<file path="src/rtl/ecc_rpt_pkg.sv">
package ecc_rpt_pkg;
    localparam int REG_AW     = 4;
    localparam int BUS_W      = 32;
    localparam int FLAG_N     = 3;
    localparam int FLAG_SBE   = 0;
    localparam int FLAG_MBE   = 1;
    localparam int FLAG_OTHER = 2;
    localparam int THR_LSB    = 16;
    localparam int INJ_EN_BIT = 8;

    typedef enum logic [REG_AW-1:0] {
        RA_STATUS  = 4'd0,
        RA_DISABLE = 4'd1,
        RA_IRQEN   = 4'd2,
        RA_SBECTL  = 4'd3,
        RA_CAPHI   = 4'd4,
        RA_CAPLO   = 4'd5,
        RA_CAPCHK  = 4'd6,
        RA_ADDRLO  = 4'd7,
        RA_ADDRHI  = 4'd8,
        RA_INJHI   = 4'd9,
        RA_INJLO   = 4'd10,
        RA_INJCTL  = 4'd11
    } reg_addr_e;
endpackage

</file>
<file path="src/rtl/ecc_rpt_sbe_count.sv">
module ecc_rpt_sbe_count #(
    parameter int THR_W = 8
) (
    input  logic             clk,
    input  logic             rst_n,
    input  logic             thr_wr,
    input  logic [THR_W-1:0] thr_wdata,
    input  logic             sbe_hit,
    output logic [THR_W-1:0] thr_o,
    output logic [THR_W-1:0] cnt_o,
    output logic             trip_o
);
    typedef struct packed {
        logic [THR_W-1:0] thr;
        logic [THR_W-1:0] cnt;
    } cnt_state_t;

    cnt_state_t st_d, st_q;
    logic [THR_W-1:0] cnt_inc;

    always_comb begin
        st_d    = st_q;
        cnt_inc = st_q.cnt + THR_W'(1);
        trip_o  = 1'b0;
        if (thr_wr) begin
            // a write to the control register has priority and restarts the count
            st_d.thr = thr_wdata;
            st_d.cnt = '0;
        end else if (sbe_hit) begin
            if ((st_q.thr != '0) && (cnt_inc == st_q.thr)) begin
                trip_o   = 1'b1;
                st_d.cnt = '0;
            end else begin
                st_d.cnt = cnt_inc;
            end
        end
    end

    always_ff @(posedge clk or negedge rst_n) begin
        if (!rst_n) st_q <= '0;
        else        st_q <= st_d;
    end

    assign thr_o = st_q.thr;
    assign cnt_o = st_q.cnt;
endmodule

</file>
<file path="src/rtl/ecc_rpt_capture.sv">
module ecc_rpt_capture #(
    parameter int DATA_W = 64,
    parameter int CHK_W  = 8,
    parameter int ADDR_W = 40
) (
    input  logic              clk,
    input  logic              rst_n,
    input  logic              load,
    input  logic [DATA_W-1:0] data_i,
    input  logic [CHK_W-1:0]  chk_i,
    input  logic [ADDR_W-1:0] addr_i,
    output logic [DATA_W-1:0] data_o,
    output logic [CHK_W-1:0]  chk_o,
    output logic [ADDR_W-1:0] addr_o
);
    typedef struct packed {
        logic [DATA_W-1:0] data;
        logic [CHK_W-1:0]  chk;
        logic [ADDR_W-1:0] addr;
    } cap_state_t;

    cap_state_t st_d, st_q;

    always_comb begin
        st_d = st_q;
        if (load) begin
            st_d.data = data_i;
            st_d.chk  = chk_i;
            st_d.addr = addr_i;
        end
    end

    always_ff @(posedge clk or negedge rst_n) begin
        if (!rst_n) st_q <= '0;
        else        st_q <= st_d;
    end

    assign data_o = st_q.data;
    assign chk_o  = st_q.chk;
    assign addr_o = st_q.addr;
endmodule

</file>
<file path="src/rtl/ecc_rpt_inject.sv">
module ecc_rpt_inject
    import ecc_rpt_pkg::*;
#(
    parameter int DATA_W = 64,
    parameter int CHK_W  = 8
) (
    input  logic              clk,
    input  logic              rst_n,
    input  logic              wr_hi,
    input  logic              wr_lo,
    input  logic              wr_ctl,
    input  logic [BUS_W-1:0]  wdata,
    input  logic [DATA_W-1:0] path_data_i,
    input  logic [CHK_W-1:0]  path_chk_i,
    output logic [DATA_W-1:0] path_data_o,
    output logic [CHK_W-1:0]  path_chk_o,
    output logic [BUS_W-1:0]  hi_word_o,
    output logic [BUS_W-1:0]  lo_word_o,
    output logic [BUS_W-1:0]  ctl_word_o,
    output logic              en_o
);
    localparam int HALF = DATA_W / 2;

    typedef struct packed {
        logic [HALF-1:0]  mhi;
        logic [HALF-1:0]  mlo;
        logic [CHK_W-1:0] mchk;
        logic             en;
    } inj_state_t;

    inj_state_t st_d, st_q;

    always_comb begin
        st_d = st_q;
        if (wr_hi)  st_d.mhi  = wdata[HALF-1:0];
        if (wr_lo)  st_d.mlo  = wdata[HALF-1:0];
        if (wr_ctl) begin
            st_d.mchk = wdata[CHK_W-1:0];
            st_d.en   = wdata[INJ_EN_BIT];
        end
    end

    always_ff @(posedge clk or negedge rst_n) begin
        if (!rst_n) st_q <= '0;
        else        st_q <= st_d;
    end

    always_comb begin
        ctl_word_o                = '0;
        ctl_word_o[CHK_W-1:0]     = st_q.mchk;
        ctl_word_o[INJ_EN_BIT]    = st_q.en;
        hi_word_o                 = BUS_W'(st_q.mhi);
        lo_word_o                 = BUS_W'(st_q.mlo);
        path_data_o = st_q.en ? (path_data_i ^ {st_q.mhi, st_q.mlo}) : path_data_i;
        path_chk_o  = st_q.en ? (path_chk_i ^ st_q.mchk) : path_chk_i;
    end

    assign en_o = st_q.en;
endmodule

</file>
<file path="src/rtl/ecc_err_report.sv">
module ecc_err_report
    import ecc_rpt_pkg::*;
#(
    parameter int DATA_W = 64,
    parameter int CHK_W  = 8,
    parameter int ADDR_W = 40,
    parameter int THR_W  = 8
) (
    input  logic              clk,
    input  logic              rst_n,
    input  logic              bus_sel,
    input  logic              bus_wr,
    input  logic [REG_AW-1:0] bus_addr,
    input  logic [BUS_W-1:0]  bus_wdata,
    output logic [BUS_W-1:0]  bus_rdata,
    input  logic              ev_sbe,
    input  logic              ev_mbe,
    input  logic              ev_other,
    input  logic [DATA_W-1:0] ev_data,
    input  logic [CHK_W-1:0]  ev_check,
    input  logic [ADDR_W-1:0] ev_addr,
    input  logic [DATA_W-1:0] wr_data_in,
    input  logic [CHK_W-1:0]  wr_check_in,
    output logic [DATA_W-1:0] wr_data_out,
    output logic [CHK_W-1:0]  wr_check_out,
    output logic              irq
);
    localparam int HALF      = DATA_W / 2;
    localparam int ADDR_HI_W = ADDR_W - BUS_W;

    typedef struct packed {
        logic [FLAG_N-1:0] flags;
        logic [FLAG_N-1:0] dis;
        logic [FLAG_N-1:0] ien;
    } ctl_state_t;

    ctl_state_t st_d, st_q;

    logic              wr_stb;
    logic              hit_sbe, hit_mbe, hit_oth;
    logic              sbe_trip;
    logic              cap_load;
    logic [FLAG_N-1:0] clr_mask, set_mask;
    logic [THR_W-1:0]  thr_q, cnt_q;
    logic [DATA_W-1:0] cap_data;
    logic [CHK_W-1:0]  cap_chk;
    logic [ADDR_W-1:0] cap_addr;
    logic [BUS_W-1:0]  inj_hi_w, inj_lo_w, inj_ctl_w;
    logic              inj_en;
    logic [FLAG_N-1:0] flags_q, dis_q, ien_q;

    assign wr_stb  = bus_sel && bus_wr;
    assign hit_sbe = ev_sbe   && !st_q.dis[FLAG_SBE];
    assign hit_mbe = ev_mbe   && !st_q.dis[FLAG_MBE];
    assign hit_oth = ev_other && !st_q.dis[FLAG_OTHER];

    ecc_rpt_sbe_count #(.THR_W(THR_W)) u_cnt (
        .clk       (clk),
        .rst_n     (rst_n),
        .thr_wr    (wr_stb && (bus_addr == RA_SBECTL)),
        .thr_wdata (bus_wdata[THR_LSB +: THR_W]),
        .sbe_hit   (hit_sbe),
        .thr_o     (thr_q),
        .cnt_o     (cnt_q),
        .trip_o    (sbe_trip)
    );

    // first ECC error wins: capture only while both ECC flags are clear
    assign cap_load = (hit_sbe || hit_mbe) && !st_q.flags[FLAG_SBE] && !st_q.flags[FLAG_MBE];

    ecc_rpt_capture #(.DATA_W(DATA_W), .CHK_W(CHK_W), .ADDR_W(ADDR_W)) u_cap (
        .clk    (clk),
        .rst_n  (rst_n),
        .load   (cap_load),
        .data_i (ev_data),
        .chk_i  (ev_check),
        .addr_i (ev_addr),
        .data_o (cap_data),
        .chk_o  (cap_chk),
        .addr_o (cap_addr)
    );

    ecc_rpt_inject #(.DATA_W(DATA_W), .CHK_W(CHK_W)) u_inj (
        .clk         (clk),
        .rst_n       (rst_n),
        .wr_hi       (wr_stb && (bus_addr == RA_INJHI)),
        .wr_lo       (wr_stb && (bus_addr == RA_INJLO)),
        .wr_ctl      (wr_stb && (bus_addr == RA_INJCTL)),
        .wdata       (bus_wdata),
        .path_data_i (wr_data_in),
        .path_chk_i  (wr_check_in),
        .path_data_o (wr_data_out),
        .path_chk_o  (wr_check_out),
        .hi_word_o   (inj_hi_w),
        .lo_word_o   (inj_lo_w),
        .ctl_word_o  (inj_ctl_w),
        .en_o        (inj_en)
    );

    always_comb begin
        st_d     = st_q;
        clr_mask = '0;
        set_mask = '0;
        set_mask[FLAG_SBE]   = sbe_trip;
        set_mask[FLAG_MBE]   = hit_mbe;
        set_mask[FLAG_OTHER] = hit_oth;
        if (wr_stb) begin
            case (bus_addr)
                RA_STATUS:  clr_mask = bus_wdata[FLAG_N-1:0];
                RA_DISABLE: st_d.dis = bus_wdata[FLAG_N-1:0];
                RA_IRQEN:   st_d.ien = bus_wdata[FLAG_N-1:0];
                default:    ;
            endcase
        end
        // a new event in the clearing cycle survives the clear
        st_d.flags = (st_q.flags & ~clr_mask) | set_mask;
    end

    always_ff @(posedge clk or negedge rst_n) begin
        if (!rst_n) st_q <= '0;
        else        st_q <= st_d;
    end

    always_comb begin
        bus_rdata = '0;
        case (bus_addr)
            RA_STATUS:  bus_rdata = BUS_W'(st_q.flags);
            RA_DISABLE: bus_rdata = BUS_W'(st_q.dis);
            RA_IRQEN:   bus_rdata = BUS_W'(st_q.ien);
            RA_SBECTL: begin
                bus_rdata[THR_LSB +: THR_W] = thr_q;
                bus_rdata[THR_W-1:0]        = cnt_q;
            end
            RA_CAPHI:   bus_rdata = cap_data[DATA_W-1:HALF];
            RA_CAPLO:   bus_rdata = cap_data[HALF-1:0];
            RA_CAPCHK:  bus_rdata = BUS_W'(cap_chk);
            RA_ADDRLO:  bus_rdata = cap_addr[BUS_W-1:0];
            RA_ADDRHI:  bus_rdata = BUS_W'(cap_addr[ADDR_W-1:BUS_W]);
            RA_INJHI:   bus_rdata = inj_hi_w;
            RA_INJLO:   bus_rdata = inj_lo_w;
            RA_INJCTL:  bus_rdata = inj_ctl_w;
            default:    bus_rdata = '0;
        endcase
    end

    assign irq     = |(st_q.flags & st_q.ien);
    assign flags_q = st_q.flags;
    assign dis_q   = st_q.dis;
    assign ien_q   = st_q.ien;
endmodule

</file>
<file path="config.mk">
export PLATFORM = sky130hd
export DESIGN_NAME = ecc_err_report
export DESIGN_NICKNAME = d
export VERILOG_FILES = /design/src/rtl/ecc_rpt_pkg.sv /design/src/rtl/ecc_rpt_sbe_count.sv /design/src/rtl/ecc_rpt_capture.sv /design/src/rtl/ecc_rpt_inject.sv /design/src/rtl/ecc_err_report.sv
export SDC_FILE = /design/constraint.sdc
export NUM_CORES = 1
export LEC_CHECK = 0
export BUFFER_PORTS_ARGS = -buffer_cell sky130_fd_sc_hd__buf_2
export CAP_MARGIN = 15
export CORE_MARGIN = 2
export CORE_UTILIZATION = 49
export CTS_CLUSTER_DIAMETER = 60
export DETAILED_ROUTE_END_ITERATION = 7
export HOLD_SLACK_MARGIN = 0.05
export PLACE_DENSITY_LB_ADDON = 0.15
export SYNTH_ARGS = -nofsm -noshare
export SYNTH_HDL_FRONTEND = slang
export SYNTH_SLANG_ARGS = --single-unit
</file>
<file path="constraint.sdc">
create_clock -name clk -period 2.3 [get_ports clk]
set_clock_uncertainty 0.05 [all_clocks]
set_input_delay 0.23 -clock clk [delete_from_list [all_inputs] [get_ports clk]]
set_output_delay 0.23 -clock clk [all_outputs]
set_load 0.01 [all_outputs]
</file>
# Yosys cells after proc, flatten, opt, wreduce, memory -nomap -nowiden
# Cells that the tools add are included.
[word_totals]
output_inout_bits = 105
inputBits = 227
word_cells = 68
register_bits = 210
[op_classes]
muxes = 14
addsub = 1
n_reduce_logical = 23
bitwise_logic = 6
eq_ne = 12
[ops]
columns = ["op", "count"]
rows = [
  ["8-bit one-hot mux with 12 select lines", 1],
  ["8-bit one-hot mux with 6 select lines", 2],
  ["64-bit two-way mux", 1],
  ["64-bit bitwise XOR", 1],
  ["8-bit one-hot mux with 5 select lines", 1],
  ["8-bit two-way mux", 4],
  ["4-bit by 3-bit == test with 1-bit output, second input constant", 4],
  ["4-bit == test, second input constant", 4],
  ["1-bit logical AND", 11],
  ["8-bit by 1-bit adder with 8-bit output, second input constant", 1],
  ["4-bit by 2-bit == test with 1-bit output, second input constant", 2],
  ["8-bit == test", 1],
  ["8-bit nonzero test", 1],
  ["8-bit bitwise XOR", 1],
  ["3-bit bitwise AND", 2],
  ["3-bit two-way mux", 2],
  ["1-bit zero test", 5],
  ["4-bit by 1-bit == test with 1-bit output, second input constant", 1],
  ["4-bit zero test", 1],
  ["2-bit AND reduction", 2],
  ["1-bit two-way mux", 3],
  ["3-bit NOT", 1],
  ["3-bit bitwise OR", 1],
  ["3-bit OR reduction", 1],
  ["2 further kinds", 2],
]

# Depth between registers and ports, before layout
# Gate-level depths: netlist of run 1.
[logic_depth]
ltp_word = 7
mapped_depth = 8
ltp_nobuf = 7

# Cells and area by module
# From an unflattened synthesis of run 1, not the netlist that was laid out.
[unflattened]
hier_cells = 956
area_unflattened_um2 = 11737.5
[by_module_without_submodules]
columns = ["module", "instances", "cells_per_inst", "area_each_um2", "seq_area_each_um2"]
rows = [
  ["ecc_rpt_inject", 1, 332, 4196.5, 1826.8],
  ["ecc_rpt_capture", 1, 236, 4176.5, 2802.7],
  ["ecc_err_report", 1, 304, 2389.8, 225.2],
  ["ecc_rpt_sbe_count", 1, 84, 974.7, 400.4],
]

# Least setup slack after synthesis of run 1
# OpenSTA, ideal clock, no wires.
[synth_path]
kind = "reg-to-reg"
start = "register u_cnt.st_q (netlist bit u_cnt.cnt_o[0])"
end = "register u_cnt.st_q (netlist bit u_cnt.cnt_o[2])"
slack_ps = 319
setup_ps = 140
required_ps = 2110
path_stages_with_launch = 8
synth_period_minus_slack_ps = 1981
t_arrival_ps = 1792
n_path_buf = 0
path_cell_list = "dfrtp_1 ha_1 and3_1 and3_1 xnor2_1 nand4b_1 nor4_4 nor4_1"
[synth_between]
elab_chain_cells = 6
[synth_rtl]
columns = ["element", "line_no", "rtl"]
rows = [
  ["start: declaration", "ecc_rpt_sbe_count.sv:18", "cnt_state_t st_d, st_q;"],
  ["start signal: assignment", "ecc_rpt_sbe_count.sv:41", "else st_q <= st_d;"],
  ["8-bit by 1-bit adder with 8-bit output (*)", "ecc_rpt_sbe_count.sv:23", "cnt_inc = st_q.cnt + THR_W'(1);"],
  ["8-bit == test", "ecc_rpt_sbe_count.sv:30", "if ((st_q.thr != '0) && (cnt_inc == st_q.thr)) begin"],
  ["1-bit logical AND", "ecc_rpt_sbe_count.sv:30", ""],
  ["8-bit two-way mux (*)", "ecc_rpt_sbe_count.sv:30", ""],
  ["8-bit two-way mux (*)", "ecc_rpt_sbe_count.sv:29", "end else if (sbe_hit) begin"],
  ["8-bit two-way mux (*)", "ecc_rpt_sbe_count.sv:25", "if (thr_wr) begin"],
]
# Every way passes the cells marked *; elsewhere a longest branch is shown, timed or not. The select of a mux whose other input is x is not followed.
# A chain may end at the register's enable or synchronous reset.

# Worst setup path in the final report of run 1
[layout_path]
start = "register u_cnt.st_q (netlist bit u_cnt.cnt_o[4])"
end = "output port bus_rdata[4]"
[layout_between]
elab_chain_cells = 1
[layout_rtl]
columns = ["element", "line_no", "rtl"]
rows = [
  ["8-bit one-hot mux with 12 select lines", "ecc_err_report.sv:126", "case (bus_addr)"],
  ["end: declaration", "ecc_err_report.sv:15", "output logic [BUS_W-1:0] bus_rdata,"],
]
# No other way between the ends.

==> reports/qor.yml, run 1 <==
run_status:
  status: "completed"
route:
  drcViolationCount: 0
  ant_nets: 0
  first_pass_iters: 5
  viasPerCell: 5.50
  wirelength_um: 32700
  first_iter_violations: 379
  wl_per_cell_um: 19.6
  vias: 9201
synthesis:
  synthArstFlopShare: 1.00
  avgSynthCellArea_sq_um: 11.9
  ys_seq_elements: 210
  yosysMostFrequentCell: "dfrtp_1"
  synth_area_leaders: "dfrtp_1, mux2_2, xnor2_1, a22oi_1, nand2_1"
  syn_inst: 881
  synthesis.area_sq_mm: 0.0105
  yosys.area.top_type_share: 0.502
  ys_seq_area_frac: 0.502
  ys_warn_count: 0
  synthTopCellsByCount: "dfrtp_1, mux2_2, nand2_1"
  ys.flop_type: "dfrtp_1"
  yosysUniqueCellTypes: 55
  synth_fp_nets: 1109
  synth_top_cell_by_area: "dfrtp_1"
  synth-edff-count: 0
clock_tree:
  clkSinkCount: 210
  cts-root-buf: "clkbuf_16"
  cts_made_buffers: 24
  cts_buffer_depth: 3
  insertion_delay_ns: 0.51
  clkTransAtPathRegs_ns: 0.06
  ctsHtreeMaxLevel: 1
  tritoncts: "built"
timing:
  drv_slew: 0
  hold_viol_final: 0
  max_freq_mhz: 451
  setup_viol: 0
  holdWs_ns: 0.145
  tns_ns: 0
  finalCritPeriodShare: 0.964
  tightest_slew_ns: 0.622
  rsz0062_at_grt: "yes"
  post-route-min-period_ns: 2.22
  relSlewSlack: 0.585
setup_path:
  r2r_cells: 8
  crit_start: "u_cnt.cnt_o[4]"
  path_cells: "a222oi_1, nand3_1, buf_2"
  start_kind: "flip-flop"
  path_buf_inv: 1
  worstReg2RegEnd: "u_cnt.cnt_o[5]"
  slowest_delay_ns: 0.59
  critPathKind: "reg2out"
  crit_required_ns: 2.02
  worst_setup_path_end_kind: "output pin"
  cp.arrival_ns: 1.94
  critPathCapture: "bus_rdata[4]"
  r2r_start: "u_cnt.cnt_o[0]"
  r2r_slack_ns: 0.12
  crit_slowest_cell: "a222oi_1"
  crit_cells: 3
  path_delay_family: "compound AO/OA/AOI/OAI gates"
  crit_fanout: 9
place:
  hpwl_um: 22800
  placed_cells: 1476
  globalplace.congestion: 0.861
  portBuffers: 331
global_route:
  grt_remaining_overflow: 0
  first_global_vias: 9547
  grt_max_degree: 82
  grt_pass1_wl_um: 50900
  antenna_found_initial: 3
  grt.total_usage: 0.290
layout:
  nets: 1604
  syn2layout_area_growth_pct: 43.6
  stdcell_count: 1672
  drive_above_1_share: 0.460
floorplanning:
  rows: 53
  die_y_um: 150
  dieArea_sq_mm: 0.0226
  initial_core_util: 0.498
  core_area_sq_mm: 0.0210
  num_io_pins: 332
  die_w_um: 150
power:
  powerDensity_mw_per_mm2: 785
  power_frac_clock: 0.328
  power_leakage_uw: 0.00705
  p_int_uw: 8430
  switchingPower_uw: 3380
  ir_drop_v: 0.000630
  pwr-share-seq: 0.441
  p_sw_frac: 0.286
  pwr-share-comb: 0.231
min_path:
  hold_class: "in2reg"
job:
  cap_violations: 0
==> metal layers <==
layer	vias to the layer above	wire length [um]	track usage	part of all wire
li1	4200	-	-	-
met1	4533	13400	0.375	0.41
met3	85	2020	0.0458	0.062
met2	383	16100	0.495	0.49
met5	-	0	0	0
met4	0	1210	0.108	0.037
==> power groups by stage <==
| stage | clock (uW) | combinational [uW] | sequential (uW) |
|---|---|---|---|
| final | 3870 | 2720 | 5210 |
| after global routing | 4100 | 2970 | 5320 |
| after CTS | 3940 | 2700 | 5200 |
| after detailed placement | 0 | 2490 | 5260 |
| after global placement | 0 | 2430 | 5240 |
| after floorplan | 0 | 1620 | 5020 |
==> flip-flops by register name, summed over array words and instances, names as in the netlist <==
register          cells
u_cap.data_o         64
u_cap.addr_o         40
u_inj.hi_word_o      32
u_inj.lo_word_o      32
u_cap.chk_o           8
u_cnt.cnt_o           8
u_cnt.thr_o           8
u_inj.ctl_word_o      8
dis_q                 3
flags_q               3
ien_q                 3
u_inj.en_o            1
==> placed cells by master, fill, tap and decap left out, types with 4 or more instances in the layout <==
cell type and n:
nor4_1 6, clkbuf_16 25, dfrtp_1 208, nor2_4 4, a22oi_1 68, nand2_1 106
inv_1 4, clkbuf_8 4, nand3_1 38, xnor2_1 75, buf_4 39, and3_1 4
o21ai_0 13, buf_2 330, dlygate4sd3_1 147, nor3_4 4, mux2_2 195, nor2b_1 6
nor2_1 10, nor3_1 5, buf_12 7, mux2_1 4, a221o_1 4, mux2i_1 4
a222oi_1 8, clkinv_2 10, nand2b_1 6, nor3b_1 5
==> worst reg2reg max path: cells and delay by family (launching register included) <==
| family | cells | cell delay [ns] |
|---|---|---|
| AND/OR/NAND/NOR | 6 | 1.16 |
| flip-flops | 1 | 0.39 |
| adder cells (fa/ha/maj) | 1 | 0.25 |
| buffers and inverters | 1 | 0.19 |
==> worst min-delay path by stage <==
stage                     depth (start not counted)              to  slack [ns]    from
after floorplan                                   0        dis_q[0]       -0.12   rst_n
after global placement                            1  u_cap.chk_o[1]        0.22   rst_n
after detailed placement                          1  u_cap.chk_o[1]        0.21   rst_n
after CTS                                         3      flags_q[1]        0.12  ev_mbe
after global routing                              3      flags_q[1]        0.14  ev_mbe
final                                             3      flags_q[1]        0.15  ev_mbe
==> cells by family (layout without fill, tap and decap cells) <==
| logic type | after synthesis | count (layout) | synth area share |
|---|---|---|---|
| DFF | 210 | 210 | 0.502 |
| and+or+nand+nor | 209 | 209 | 0.0973 |
| muxes | 203 | 203 | 0.218 |
| AOI/OAI and AO/OA | 121 | 121 | 0.0888 |
| xor gates and xnor gates | 78 | 78 | 0.0660 |
| buffers and inverters | 59 | 572 | 0.0270 |
| adders and majority gates | 1 | 1 | 0.00119 |
| other | 0 | 3 | 0 |
==> what timing repair did <==
action / CTS / global route
gates resized for setup: 0 / 5
buffers inserted: 0 / 2
hold endpoints to repair: 275 / 0
hold buffers: 147 / 0
setup endpoints to repair: 0 / 12
==> layout make-up <==
type / instances / area (sq um)
Clock buffer: 30 / 684
Sequential cell: 210 / 5260
Timing Repair Buffer: 524 / 3570
Multi-Input combinational cell: 612 / 5030
Inverter: 4 / 15.0
Antenna cell: 3 / 7.51
Fill cell: 1536 / 5980
Tap cell: 275 / 344
Clock inverter: 14 / 130
==> per-stage QoR <==
stage	util	instance area, sq um	worst slack, ns	power, uW
3_5_place_dp	0.604	12700	0.180	7750
3_3_place_gp	0.604	12700	0.222	7670
4_1_cts	0.713	15000	0.0339	11800
5_1_grt	0.715	15000	-0.0559	12400
6_report	0.715	15000	0.0832	11800
2_1_floorplan	-	10500	0.319	6640
(Power assumes the default switching activity.)
==> run 2, diff against run 1 <==
==> constraint.sdc (replaced) <==
create_clock -name clk -period 2.3 [get_ports clk]
set_clock_uncertainty 0.05 [all_clocks]
set_input_delay 0.46 -clock clk [delete_from_list [all_inputs] [get_ports clk]]
set_output_delay 0.46 -clock clk [all_outputs]
set_load 0.01 [all_outputs]
==> run 2 against run 1 <==
Against the previous run:
- the run now ends with setup timing left
- critical path depth grew 4
- die area is the same
- utilization shrank 3.0 points
- total power grew 0.39%
- register-to-register slack is essentially flat
- cell count shrank 5.6%
- via count shrank 5.7%
- sequential share of layout area grew 1.6 points
- fmax shrank 8.5%
- combinational power shrank 3%
- flip-flop and latch count is the same
- highest routed layer is now met5
==> reports/qor.yml, run 2 (synthesis results as in run 1) <==
clock_tree:
  clkSinkCount: 210  # unchanged
  tritoncts: "built"
  cts_buffer_depth: 3  # unchanged
  ctsHtreeMaxLevel: 1  # unchanged
  cts-root-buf: "clkbuf_16"
  clkTransAtPathRegs_ns: 0.06  # about the same
  insertion_delay_ns: 0.51  # about the same
  cts_made_buffers: 24  # unchanged
place:
  hpwl_um: 22800  # about the same
  portBuffers: 331  # unchanged
  placed_cells: 1500  # +1.6%
  preCtsSetupSlack_ns: -0.206  # -0.386 ns
  place_area_sq_mm: 0.0130  # +2.2%
  globalplace.congestion: 0.864  # +0.28%
global_route:
  first_global_vias: 8619  # -9.7%
  antenna_found_initial: 7  # +4
  grt_max_degree: 76  # -7.3%
  grt.total_usage: 0.276  # -0.0141
  grt_remaining_overflow: 0  # unchanged
  met2_usage: 0.480  # -0.0142
  grtUsageMet1: 0.353  # -0.0223
  grt.busiest_layer: "met2"
  grt_use_met3: 0.0579  # +0.0121
  grt_pass1_wl_um: 47900  # -5.8%
power:
  power_leakage_uw: 0.00681  # -3.4%
  pwr-share-seq: 0.441  # about the same
  power_frac_clock: 0.336  # +0.008
  powerDensity_mw_per_mm2: 823  # +4.8%
  p_int_uw: 8490  # +0.76%
  pwr-share-comb: 0.223  # -0.008
  ir_drop_v: 0.00103  # +64%
  switchingPower_uw: 3360  # -0.53%
  p_sw_frac: 0.284  # -0.00261
min_path:
  hold_class: "in2reg"
floorplanning:
  initial_core_util: 0.498  # unchanged
  dieArea_sq_mm: 0.0226  # unchanged
  core_area_sq_mm: 0.0210  # unchanged
  num_io_pins: 332  # unchanged
  rows: 53  # unchanged
  die_w_um: 150  # unchanged
  die_y_um: 150  # unchanged
setup_path:
  crit_fanout: 3  # -6
  start_kind: "flip-flop"
  cp.arrival_ns: 1.91  # -0.03 ns
  slowest_delay_ns: 0.38  # -0.21 ns
  path_cells: "buf_4, a31oi_1, nor3_1, a221o_1, a21oi_2, nand3_2, buf_6"
  crit_required_ns: 1.79  # -0.23 ns
  path_delay_family: "compound AO/OA/AOI/OAI gates"
  worst_setup_path_end_kind: "output pin"
  crit_slowest_cell: "dfrtp_1"
  path_buf_inv: 2  # +1
  critPathKind: "reg2out"
timing:
  worst_slack_ns: -0.124  # -0.207 ns
  hold_viol_final: 0  # unchanged
  drv_slew: 0  # unchanged
  tns_ns: -0.249  # -0.249 ns
  tightest_slew_ns: 0.504  # -0.118 ns
  holdWs_ns: 0.121  # -0.0243 ns
  post-route-min-period_ns: 2.42  # +0.207 ns
  relSlewSlack: 0.664  # +0.0787
  finalCritPeriodShare: 1.05  # +0.0899
  max_freq_mhz: 413  # -8.5%
  setup_viol: 3  # +3
  rsz0062_at_grt: "yes"
layout:
  drive_above_1_share: 0.548  # +0.0884
  final_cell_mix: "buf_2, dfrtp_1, mux2_2"
  fillers: 1652  # +7.6%
  nets: 1508  # -6.0%
  stdcell_count: 1579  # -5.6%
  syn2layout_area_growth_pct: 37.6
  final_common_cell: "buf_2"
  design_area_sq_mm: 0.0144  # -4.2%
  largest_reg_flops: 64  # unchanged
route:
  viasPerCell: 5.49  # -0.20%
  vias: 8672  # -5.7%
  wl_per_cell_um: 20.2  # +3.2%
  wirelength_um: 31900  # -2.5%
  ant_nets: 0  # unchanged
  drcViolationCount: 0  # unchanged
  first_pass_iters: 8  # +3
  first_iter_violations: 398  # +5.0%
run_status:
  status: "finished with violations"
  violations: "setup timing"
job:
  cap_violations: 0  # unchanged
run 2: cell count changes in the layout (fill, tap and decap cells not counted), moves of 5 or more:
cell and delta:
dfrtp_2 +5, a22oi_1 -5, buf_4 +13, dlygate4sd3_1 -146, buf_2 -7, buf_6 +25, dfrtp_1 -5, a22oi_2 +5
clkinv_2 -5, buf_12 +12
run 2: routing by layer:
metal,vias up,part of all wire,wire [um]
met5,-,0.0011,34
met4,6,0.023,741
met3,52,0.075,2380
met2,358,0.50,16100
met1,4254,0.40,12600
li1,4002,-,-
run 2: final cells by class:
| class | count | area (sq um) | share of cell area |
|---|---|---|---|
| tap | 275 | 344 | 0.0239 |
| clock buffer | 32 | 692 | 0.0480 |
| antenna | 7 | 17.5 | 0.00122 |
| multi-input combinational | 613 | 5130 | 0.356 |
| inverter | 4 | 15.0 | 0.00104 |
| clock inverter | 11 | 139 | 0.00964 |
| timing repair buffer | 427 | 2810 | 0.195 |
| sequential | 210 | 5260 | 0.365 |
run 2: power by group through the flow:
| stage | logic, uW | registers, uW | clock network, uW |
|---|---|---|---|
| final | 2640 | 5230 | 3980 |
| after global routing | 2900 | 5340 | 4220 |
| after CTS | 2580 | 5200 | 4060 |
| after detailed placement | 2510 | 5260 | 0 |
| after global placement | 2450 | 5250 | 0 |
| after floorplan | 1620 | 5020 | 0 |
run 2: timing repair:
| item | in CTS | in global routing |
|---|---|---|
| hold buffers | 1 | 0 |
| gates cloned | 1 | 2 |
| pin swaps | 6 | 22 |
| resized for setup | 22 | 54 |
| setup endpoints to repair | 48 | 39 |
| buffers inserted | 11 | 14 |
| hold endpoints to repair | 56 | 0 |
run 2: final timing paths:
kind                                   from  slack (ns)                to  cells past startpoint
max reg2reg                  u_cnt.cnt_o[1]        0.11    u_cnt.cnt_o[3]                      9
min                             ev_data[22]        0.12  u_cap.data_o[22]                      2
max                          u_cnt.cnt_o[1]       -0.12      bus_rdata[1]                      7
max in group asynchronous             rst_n        1.07   u_cap.addr_o[7]                      3
min in group asynchronous             rst_n        0.43    u_cap.chk_o[2]                      2
min reg2reg                u_cap.data_o[13]        0.45  u_cap.data_o[13]                      1
run 2: metrics by stage:
stage          power (uW)   util
2_1_floorplan        6640      -
3_3_place_gp         7690  0.617
3_5_place_dp         7770  0.617
4_1_cts             11800  0.668
5_1_grt             12400  0.685
6_report            11900  0.685
